`config.mk`:
```
export PLATFORM = sky130hd
export DESIGN_NAME = wflow_seq
export DESIGN_NICKNAME = d
export VERILOG_FILES = /design/src/rtl/wflow_pkg.sv /design/src/rtl/wflow_seqid.sv /design/src/rtl/wflow_link_out.sv /design/src/rtl/wflow_seq.sv
export SDC_FILE = /design/constraint.sdc
export NUM_CORES = 1
export LEC_CHECK = 0
export BUFFER_PORTS_ARGS = -buffer_cell sky130_fd_sc_hd__buf_4
export CAP_MARGIN = 10
export CORE_AREA = 2 2 319 321
export CTS_CLUSTER_DIAMETER = 100
export DETAILED_ROUTE_END_ITERATION = 8
export DIE_AREA = 0 0 321 323
export PLACE_DENSITY = 0.5
export SKIP_CTS_REPAIR_TIMING = 1
export SYNTH_ARGS = -nofsm -noshare
export SYNTH_HDL_FRONTEND = slang
export SYNTH_SLANG_ARGS = --single-unit
```
`constraint.sdc`:
```
create_clock -name clk -period 3.3 [get_ports clk]
set_input_delay 0.165 -clock clk [delete_from_list [all_inputs] [get_ports clk]]
set_output_delay 0.165 -clock clk [all_outputs]
set_load 0.02 [all_outputs]
```
`src/rtl/wflow_pkg.sv`:
```
package wflow_pkg;
  localparam logic [7:0] CMD_WR_RSP  = 8'h12;
  localparam logic [7:0] CMD_SNP_WR  = 8'h21;
  localparam logic [7:0] CMD_BUS_WR  = 8'h31;

  typedef enum logic [1:0] {
    ST_IDLE  = 2'd0,
    ST_SNOOP = 2'd1,
    ST_BUS   = 2'd2
  } flow_state_t;
endpackage

```
`src/rtl/wflow_seqid.sv`:
```
module wflow_seqid #(
  parameter int SEQ_W = 8
) (
  input  logic             clk,
  input  logic             rst,
  input  logic             take,
  output logic [SEQ_W-1:0] cur
);
  logic [SEQ_W-1:0] cnt_q;

  always_ff @(posedge clk) begin
    if (rst)       cnt_q <= '0;
    else if (take) cnt_q <= cnt_q + 1'b1;
  end

  assign cur = cnt_q;
endmodule

```
`src/rtl/wflow_link_out.sv`:
```
module wflow_link_out #(
  parameter int CMD_W  = 8,
  parameter int TAG_W  = 8,
  parameter int SEQ_W  = 8,
  parameter int ADDR_W = 32,
  parameter int DW     = 32
) (
  input  logic              clk,
  input  logic              rst,
  input  logic              load,
  input  logic [CMD_W-1:0]  cmd_i,
  input  logic [TAG_W-1:0]  tag_i,
  input  logic [SEQ_W-1:0]  seq_i,
  input  logic [ADDR_W-1:0] addr_i,
  input  logic [DW-1:0]     data_i,
  output logic              valid_o,
  output logic [CMD_W-1:0]  cmd_o,
  output logic [TAG_W-1:0]  tag_o,
  output logic [SEQ_W-1:0]  seq_o,
  output logic [ADDR_W-1:0] addr_o,
  output logic [DW-1:0]     data_o
);
  always_ff @(posedge clk) begin
    if (rst) valid_o <= 1'b0;
    else     valid_o <= load;
  end

  always_ff @(posedge clk) begin
    if (rst) begin
      cmd_o  <= '0;
      tag_o  <= '0;
      seq_o  <= '0;
      addr_o <= '0;
      data_o <= '0;
    end else if (load) begin
      cmd_o  <= cmd_i;
      tag_o  <= tag_i;
      seq_o  <= seq_i;
      addr_o <= addr_i;
      data_o <= data_i;
    end
  end
endmodule

```
`src/rtl/wflow_seq.sv`:
```
module wflow_seq #(
  parameter int CORE_ID    = 0,
  parameter int ADDR_W     = 32,
  parameter int DATA_W     = 32,
  parameter int LINE_BYTES = 64,
  parameter int CMD_W      = 8,
  parameter int TAG_W      = 8,
  parameter int SEQ_W      = 8
) (
  input  logic                      clk,
  input  logic                      rst,
  input  logic                      cpu_req_valid,
  output logic                      cpu_req_ready,
  input  logic [ADDR_W-1:0]         cpu_req_addr,
  input  logic [DATA_W-1:0]         cpu_req_data,
  input  logic                      cpu_req_hit,
  output logic                      snp_req_valid,
  output logic [CMD_W-1:0]          snp_req_cmd,
  output logic [TAG_W-1:0]          snp_req_tag,
  output logic [SEQ_W-1:0]          snp_req_seq,
  output logic [ADDR_W-1:0]         snp_req_addr,
  output logic [DATA_W-1:0]         snp_req_data,
  output logic [TAG_W-1:0]          snp_req_peer,
  input  logic                      snp_rsp_valid,
  input  logic                      snp_rsp_hit,
  output logic                      bus_req_valid,
  output logic [CMD_W-1:0]          bus_req_cmd,
  output logic [TAG_W-1:0]          bus_req_tag,
  output logic [SEQ_W-1:0]          bus_req_seq,
  output logic [ADDR_W-1:0]         bus_req_addr,
  output logic [LINE_BYTES*8-1:0]   bus_req_data,
  input  logic                      bus_rsp_valid,
  output logic                      cpu_rsp_valid,
  output logic [CMD_W-1:0]          cpu_rsp_cmd,
  output logic [TAG_W-1:0]          cpu_rsp_tag,
  output logic [SEQ_W-1:0]          cpu_rsp_seq,
  output logic [ADDR_W-1:0]         cpu_rsp_addr,
  output logic [DATA_W-1:0]         cpu_rsp_data,
  output logic                      st_local_hit,
  output logic                      st_snoop_hit
);
  import wflow_pkg::*;

  localparam int LINE_W = LINE_BYTES * 8;
  localparam int WORDS  = LINE_W / DATA_W;
  localparam int OFS_W  = (WORDS > 1) ? $clog2(WORDS) : 1;
  localparam int OFS_LO = $clog2(DATA_W / 8);
  localparam logic [TAG_W-1:0] MY_TAG   = TAG_W'(CORE_ID);
  localparam logic [TAG_W-1:0] PEER_TAG = TAG_W'(1 - CORE_ID);

  flow_state_t       state_q;
  logic [ADDR_W-1:0] addr_q;
  logic [DATA_W-1:0] data_q;
  logic [SEQ_W-1:0]  seq_q;
  logic [SEQ_W-1:0]  seq_cur;
  logic              loc_hit_q, snp_hit_q;
  logic              accept, snp_done, load_cpu, load_snp, load_bus;
  logic [ADDR_W-1:0] rsp_addr;
  logic [DATA_W-1:0] rsp_data;
  logic [SEQ_W-1:0]  rsp_seq;
  logic [LINE_W-1:0] line;

  assign cpu_req_ready = (state_q == ST_IDLE);
  assign accept        = cpu_req_valid && cpu_req_ready;
  assign snp_done      = (state_q == ST_SNOOP) && snp_rsp_valid;
  assign load_snp      = accept && !cpu_req_hit;
  assign load_bus      = snp_done && !snp_rsp_hit;
  assign load_cpu      = (accept && cpu_req_hit) || (snp_done && snp_rsp_hit) ||
                         ((state_q == ST_BUS) && bus_rsp_valid);

  assign rsp_addr = accept ? cpu_req_addr : addr_q;
  assign rsp_data = accept ? cpu_req_data : data_q;
  assign rsp_seq  = accept ? seq_cur : seq_q;

  always_ff @(posedge clk) begin
    if (rst) begin
      state_q   <= ST_IDLE;
      addr_q    <= '0;
      data_q    <= '0;
      seq_q     <= '0;
      loc_hit_q <= 1'b0;
      snp_hit_q <= 1'b0;
    end else begin
      if (accept) begin
        addr_q    <= cpu_req_addr;
        data_q    <= cpu_req_data;
        seq_q     <= seq_cur;
        loc_hit_q <= cpu_req_hit;
        snp_hit_q <= 1'b0;
        state_q   <= cpu_req_hit ? ST_IDLE : ST_SNOOP;
      end else if (snp_done) begin
        snp_hit_q <= snp_rsp_hit;
        state_q   <= snp_rsp_hit ? ST_IDLE : ST_BUS;
      end else if ((state_q == ST_BUS) && bus_rsp_valid) begin
        state_q   <= ST_IDLE;
      end
    end
  end

  assign st_local_hit = loc_hit_q;
  assign st_snoop_hit = snp_hit_q;
  assign snp_req_peer = PEER_TAG;

  generate
    for (genvar w = 0; w < WORDS; w++) begin : g_word
      assign line[w*DATA_W +: DATA_W] =
        (addr_q[OFS_LO +: OFS_W] == OFS_W'(w)) ? data_q : '0;
    end
  endgenerate

  wflow_seqid #(.SEQ_W(SEQ_W)) seqid_i (
    .clk(clk), .rst(rst), .take(accept), .cur(seq_cur)
  );

  wflow_link_out #(.CMD_W(CMD_W), .TAG_W(TAG_W), .SEQ_W(SEQ_W),
                   .ADDR_W(ADDR_W), .DW(DATA_W)) snp_link_i (
    .clk(clk), .rst(rst), .load(load_snp),
    .cmd_i(CMD_W'(CMD_SNP_WR)), .tag_i(MY_TAG), .seq_i(seq_cur),
    .addr_i(cpu_req_addr), .data_i(cpu_req_data),
    .valid_o(snp_req_valid), .cmd_o(snp_req_cmd), .tag_o(snp_req_tag),
    .seq_o(snp_req_seq), .addr_o(snp_req_addr), .data_o(snp_req_data)
  );

  wflow_link_out #(.CMD_W(CMD_W), .TAG_W(TAG_W), .SEQ_W(SEQ_W),
                   .ADDR_W(ADDR_W), .DW(LINE_W)) bus_link_i (
    .clk(clk), .rst(rst), .load(load_bus),
    .cmd_i(CMD_W'(CMD_BUS_WR)), .tag_i(MY_TAG), .seq_i(seq_q),
    .addr_i(addr_q), .data_i(line),
    .valid_o(bus_req_valid), .cmd_o(bus_req_cmd), .tag_o(bus_req_tag),
    .seq_o(bus_req_seq), .addr_o(bus_req_addr), .data_o(bus_req_data)
  );

  wflow_link_out #(.CMD_W(CMD_W), .TAG_W(TAG_W), .SEQ_W(SEQ_W),
                   .ADDR_W(ADDR_W), .DW(DATA_W)) cpu_link_i (
    .clk(clk), .rst(rst), .load(load_cpu),
    .cmd_i(CMD_W'(CMD_WR_RSP)), .tag_i(MY_TAG), .seq_i(rsp_seq),
    .addr_i(rsp_addr), .data_i(rsp_data),
    .valid_o(cpu_rsp_valid), .cmd_o(cpu_rsp_cmd), .tag_o(cpu_rsp_tag),
    .seq_o(cpu_rsp_seq), .addr_o(cpu_rsp_addr), .data_o(cpu_rsp_data)
  );
endmodule

```
==> Yosys cells after proc, flatten, opt, wreduce, memory -nomap -nowiden <==
Index checks and enable logic that the tools add are counted.
{ "op_classes": {"n_addsub": 1, "reduce_logical": 15, "n_eq_ne": 17, "mux": 24} }
{ "op_table": {"columns": ["operator", "n"], "rows": [
  ["32-bit 2-to-1 mux", 18],
  ["4-bit equality test (second input constant)", 8],
  ["4-bit by 3-bit equality test with 1-bit output (second input constant)", 4],
  ["8-bit by 1-bit adder with 8-bit output (second input constant)", 1],
  ["4-bit by 2-bit equality test with 1-bit output (second input constant)", 2],
  ["2-bit 2-to-1 mux", 4],
  ["8-bit 2-to-1 mux", 1],
  ["1-bit logical AND", 7],
  ["4-bit by 1-bit equality test with 1-bit output (second input constant)", 1],
  ["4-bit logical NOT", 1],
  ["3-bit nonzero test", 1],
  ["2-bit by 1-bit equality test with 1-bit output (second input constant)", 1],
  ["2-bit equality test (second input constant)", 1],
  ["1-bit logical NOT", 2],
  ["2-bit logical NOT", 1],
  ["1-bit logical OR", 2],
  ["2-bit OR reduction", 1],
  ["1-bit 2-to-1 mux", 1]
]} }
{ "word_totals": {"out_inout_bits": 758, "in_bits": 71, "ff_bits": 786, "word_cells": 79} }

==> Depth between registers and ports, before layout <==
{ "logic_depth": {"depth_word": 5, "depth_mapped": 7, "ltp_nobuf": 4} }

==> Modules after synthesis <==
Synthesis repeated with hierarchy kept, for this count alone.
{ "unflattened": {"hier_cells": 3322, "hier_area_um2": 33166.8} }
{ "modules_own_cells": {"columns": ["module", "area_per_inst_um2", "instances", "cells_each", "seq_area_each_um2"], "rows": [
  ["wflow_link_out at bus_link_i", 19892.8, 1, 1832, 11390.9],
  ["wflow_seq", 6681.4, 1, 881, 1521.5],
  ["wflow_link_out at cpu_link_i ...", 3126.7, 2, 286, 1781.7],
  ["wflow_seqid", 339.1, 1, 37, 160.2]
]} }

==> Worst setup path after synthesis <==
Ideal clock, no wire load.
{ "synth_timing": {"path_kind": "register -> register", "start": "register state_q[1]", "end": "register cpu_link_i.data_o[10]", "arrival_time_ps": 1649, "path_buffers": 4, "stages_incl_launch_ff": 8, "path_slack_ps": 1555, "setup_time_ps": 95, "period_less_slack_ps": 1745, "required_time_ps": 3205, "path_cell_list": "dfxtp_1 buf_2 or3b_1 buf_2 buf_6 buf_2 mux2i_1 a221oi_1"} }
{ "synth_via": {"elab_chain_len": 5, "elab_cells_between_ends": 11, "classes_between": "eq/ne: 2; mux: 1; reduce/logical: 8"} }
{ "synth_lines": {"columns": ["item", "line_no", "source"], "rows": [
  ["start, declared", "wflow_seq.sv:51", "flow_state_t state_q;"],
  ["start signal, assigned", "wflow_seq.sv:90", "state_q <= cpu_req_hit ? ST_IDLE : ST_SNOOP;"],
  ["start signal, assigned", "wflow_seq.sv:93", "state_q <= snp_rsp_hit ? ST_IDLE : ST_BUS;"],
  ["2-bit by 1-bit equality test with 1-bit output / 2-bit logical NOT (equally long branches)", "wflow_seq.sv:65, wflow_seq.sv:63", null],
  ["1-bit logical AND, on equally long branches", "wflow_seq.sv:65, wflow_seq.sv:64", null],
  ["1-bit logical AND", "wflow_seq.sv:68", "assign load_cpu = (accept && cpu_req_hit) || (snp_done && snp_rsp_hit) ||"],
  ["1-bit logical OR (2 in a row)", "wflow_seq.sv:68", null],
  ["end signal, assigned", "wflow_link_out.sv:40", "data_o <= data_i;"],
  ["end, declared", "wflow_link_out.sv:21", "output logic [DW-1:0] data_o"]
]} }
Several ways; a longest one is shown, not always the timed one.
A chain may end at the register's enable or synchronous reset.

==> Final worst setup path <==
{ "layout_timing": {"start": "register state_q[0]", "end": "register bus_link_i.data_o[502]"} }
{ "layout_via": {"elab_chain_len": 3} }
{ "layout_lines": {"columns": ["item", "line_no", "source"], "rows": [
  ["2-bit by 1-bit equality test with 1-bit output", "wflow_seq.sv:65", "assign snp_done = (state_q == ST_SNOOP) && snp_rsp_valid;"],
  ["1-bit logical AND", "wflow_seq.sv:65", null],
  ["1-bit logical AND", "wflow_seq.sv:67", "assign load_bus = snp_done && !snp_rsp_hit;"],
  ["end signal, assigned", "wflow_link_out.sv:40", null],
  ["end, declared", "wflow_link_out.sv:21", null]
]} }
No other way between the ends.

==> results.py <==
metrics = {
    "layout": {
        "multiInputGateArea_mm2": 0.00883,
        "area_delta_synth_final_pct": 39.2,
        "ff_latch_area_mm2": 0.0158,
        "layout_common_cells": "825 x buf_4, 762 x dfxtp_1, 512 x a32o_1, 150 x nor2_1, 89 x clkbuf_16",
        "drive_gt1_frac": 0.341,
        "fin_util": 0.360,
        "nets": 2975,
        "filler_cell_count": 10100,
        "layout_commonest_cell": "buf_4",
    },
    "power": {
        "power_density_mw_per_mm2": 579,
        "ir_worst_vdd_mv": 0.375,
        "p_leak_uw": 0.0149,
    },
    "die": {
        "rows": 117,
        "initial_utilization": 0.258,
        "core_mm2": 0.101,
        "die_area_mm2": 0.104,
        "pin_count": 829,
        "fp.dieH_um": 323,
        "die_w_um": 321,
    },
    "route": {
        "ant_nets": 0,
        "drt_first_iter_violations": 1737,
        "viasPerCell": 5.12,
        "vias": 21900,
        "wl_per_cell_um": 25.7,
        "drtPass1Iterations": 5,
        "drcViolationCount": 0,
        "totalWireLength_mm": 110,
    },
    "timing": {
        "fmax_mhz": 421,
        "timing.final.crit_period_ns": 2.38,
        "slew_headroom": 0.280,
        "grt_setup_unrepaired": "no",
        "finClkSkew_ns": 0.0317,
        "tns_ns": 0,
        "holdWs_ns": 0.127,
        "slew_viol_final": 0,
        "tightest_slew_ns": 1.08,
        "setup_viol": 0,
        "timing.final.crit_share": 0.720,
        "hold_violations": 0,
    },
    "critical_path": {
        "worstPathRequired_ns": 3.89,
        "arrival_ns": 2.96,
        "start_kind": "flip-flop",
        "r2r_slack_ns": 0.92,
        "worstSetupPathType": "flip-flop to flip-flop",
        "cp_max_fo": 49,
        "r2r-end": "bus_link_i.data_o[502]",
        "worstRegToRegCells": 5,
        "crit_path_end": "bus_link_i.data_o[502]",
        "startpoint": "state_q[0]",
        "r2r_start": "state_q[0]",
        "cp-end-kind": "flip-flop",
    },
    "synthesis": {
        "ys.flop_type": "dfxtp_1",
        "yosysWarnings": 0,
        "yosys.cell_types.count": 38,
        "synth_top_family_by_area": "compound AO/OA/AOI/OAI gates",
        "synth-simple-area-share": 0.0424,
        "synth_mux_area_frac": 0.0277,
        "synth_edf_count": 0,
        "synth_seq_cells": 786,
        "async_reset_ff_frac": 0,
        "syn-instance-count": 2221,
        "synth_xor_area_frac": 0.000336,
        "synth_compound_area_frac": 0.258,
        "syn_area_mm2": 0.0260,
        "syn_area_per_cell_um2": 11.7,
        "synth-seq-area-share": 0.605,
        "synth_fa_ha_area_frac": 0.000481,
    },
    "clock_network": {
        "clock_latency_ns": 0.67,
        "cts_tree": "yes",
        "cts_made_buffers": 88,
        "htreeDepth": 3,
        "clockBufferDepth": 3,
        "cts-root-buf": "clkbuf_16",
        "cts_sinks": 786,
        "clk_pin_slew_ns": 0.06,
    },
    "grt": {
        "antenna_found_initial": 5,
        "grt_max_degree": 129,
        "grt_remaining_overflow": 0,
        "grt_pass1_vias": 19600,
        "grt.total_usage": 0.198,
        "grt_pass1_wl_mm": 150,
    },
    "place": {
        "gp_routability_congestion": 0.798,
        "place_hpwl_mm": 71.7,
        "port_buffers": 779,
    },
    "hold_path": {
        "holdPathStages": 4,
        "hold_class": "input pin to flip-flop",
    },
    "flow_run": {
        "max_cap_viol_count": 0,
    },
    "status": {
        "outcome": "finished, final reports clean",
    },
}
==> Yosys cell counts, drive strengths merged, types with 5 or more instances <==
master | number | area share
a32o | 512 | 0.20
o21ai | 8 | 0.0015
nor3b | 5 | 0.0014
buf | 142 | 0.033
nor2 | 152 | 0.022
inv | 7 | 0.0010
a221oi | 72 | 0.024
a21oi | 50 | 0.0096
a22o | 72 | 0.024
dfxtp | 786 | 0.60
nand2 | 84 | 0.012
clkbuf | 225 | 0.032
or3 | 5 | 0.0012
mux2i | 72 | 0.028
==> routing by layer <==
layer | wire length, um | track usage | up-vias
met5 | 0 | 0 | -
met4 | 3090 | 0.0649 | 0
met3 | 6850 | 0.0459 | 146
met2 | 55500 | 0.344 | 748
met1 | 44500 | 0.240 | 11200
li1 | - | - | 9838
==> cells by family after synthesis <==
group / Yosys count
compound gates: 719
xor+xnor: 1
fa+ha+maj: 1
buf+inv: 374
flops: 786
mux: 72
other cells: 2
simple gates: 266
==> per-stage QoR <==
step           instance area (um^2)  power, uW  std cells  worst slack, ns
2_1_floorplan                 26200      10900       2268             1.56
3_3_place_gp                  32800      11700       4053            0.947
3_5_place_dp                  32800      11700       4053            0.881
4_1_cts                       35600      21200       4207            0.861
5_1_grt                       36200      21800       4277            0.747
6_report                      36200      21000       4277            0.924
==> power by group <==
part | internal, uW | switching, uW
Combinational | 536 | 1030
Clock | 5460 | 3950
Sequential | 9690 | 336
==> registers in the layout, indices dropped and copies added (netlist names), 2 cells and up <==
name	cells
bus_link_i.seq_o	8
bus_link_i.addr_o	32
cpu_link_i.addr_o	32
data_q	32
snp_link_i.seq_o	8
cpu_link_i.seq_o	8
seq_q	8
seqid_i.cur	8
cpu_link_i.data_o	32
state_q	2
bus_link_i.data_o	512
addr_q	32
snp_link_i.data_o	32
snp_link_i.addr_o	32
==> layout make-up <==
type,count,area share
tap,1309,0.0452
antenna,1,0.0000690
timing repair buffer,912,0.200
multi-input combinational,1108,0.244
clock inverter,16,0.00314
inverter,7,0.000725
clock buffer,138,0.0726
sequential,786,0.435
==> worst max-delay path, stage by stage (launching register included) <==
cell and delay [ns]:
dfxtp_1 0.41, nor4bb_4 0.23, nor2_4 0.81, buf_12 0.33, buf_4 0.31, a32o_1 0.16
==> how the worst min path moves through the flow <==
| stage | from | slack [ns] | end |
|---|---|---|---|
| 2_1_floorplan | cpu_req_addr[0] | 0.29 | snp_link_i.addr_o[0] |
| 3_3_place_gp | cpu_req_addr[7] | 0.39 | snp_link_i.addr_o[7] |
| 3_5_place_dp | cpu_req_addr[17] | 0.39 | snp_link_i.addr_o[17] |
| 4_1_cts | cpu_req_data[4] | -0.32 | snp_link_i.data_o[4] |
| 5_1_grt | snp_rsp_hit | 0.12 | cpu_link_i.valid_o |
| 6_report | snp_rsp_hit | 0.13 | cpu_link_i.valid_o |
Power figures use the tool's default switching activity.
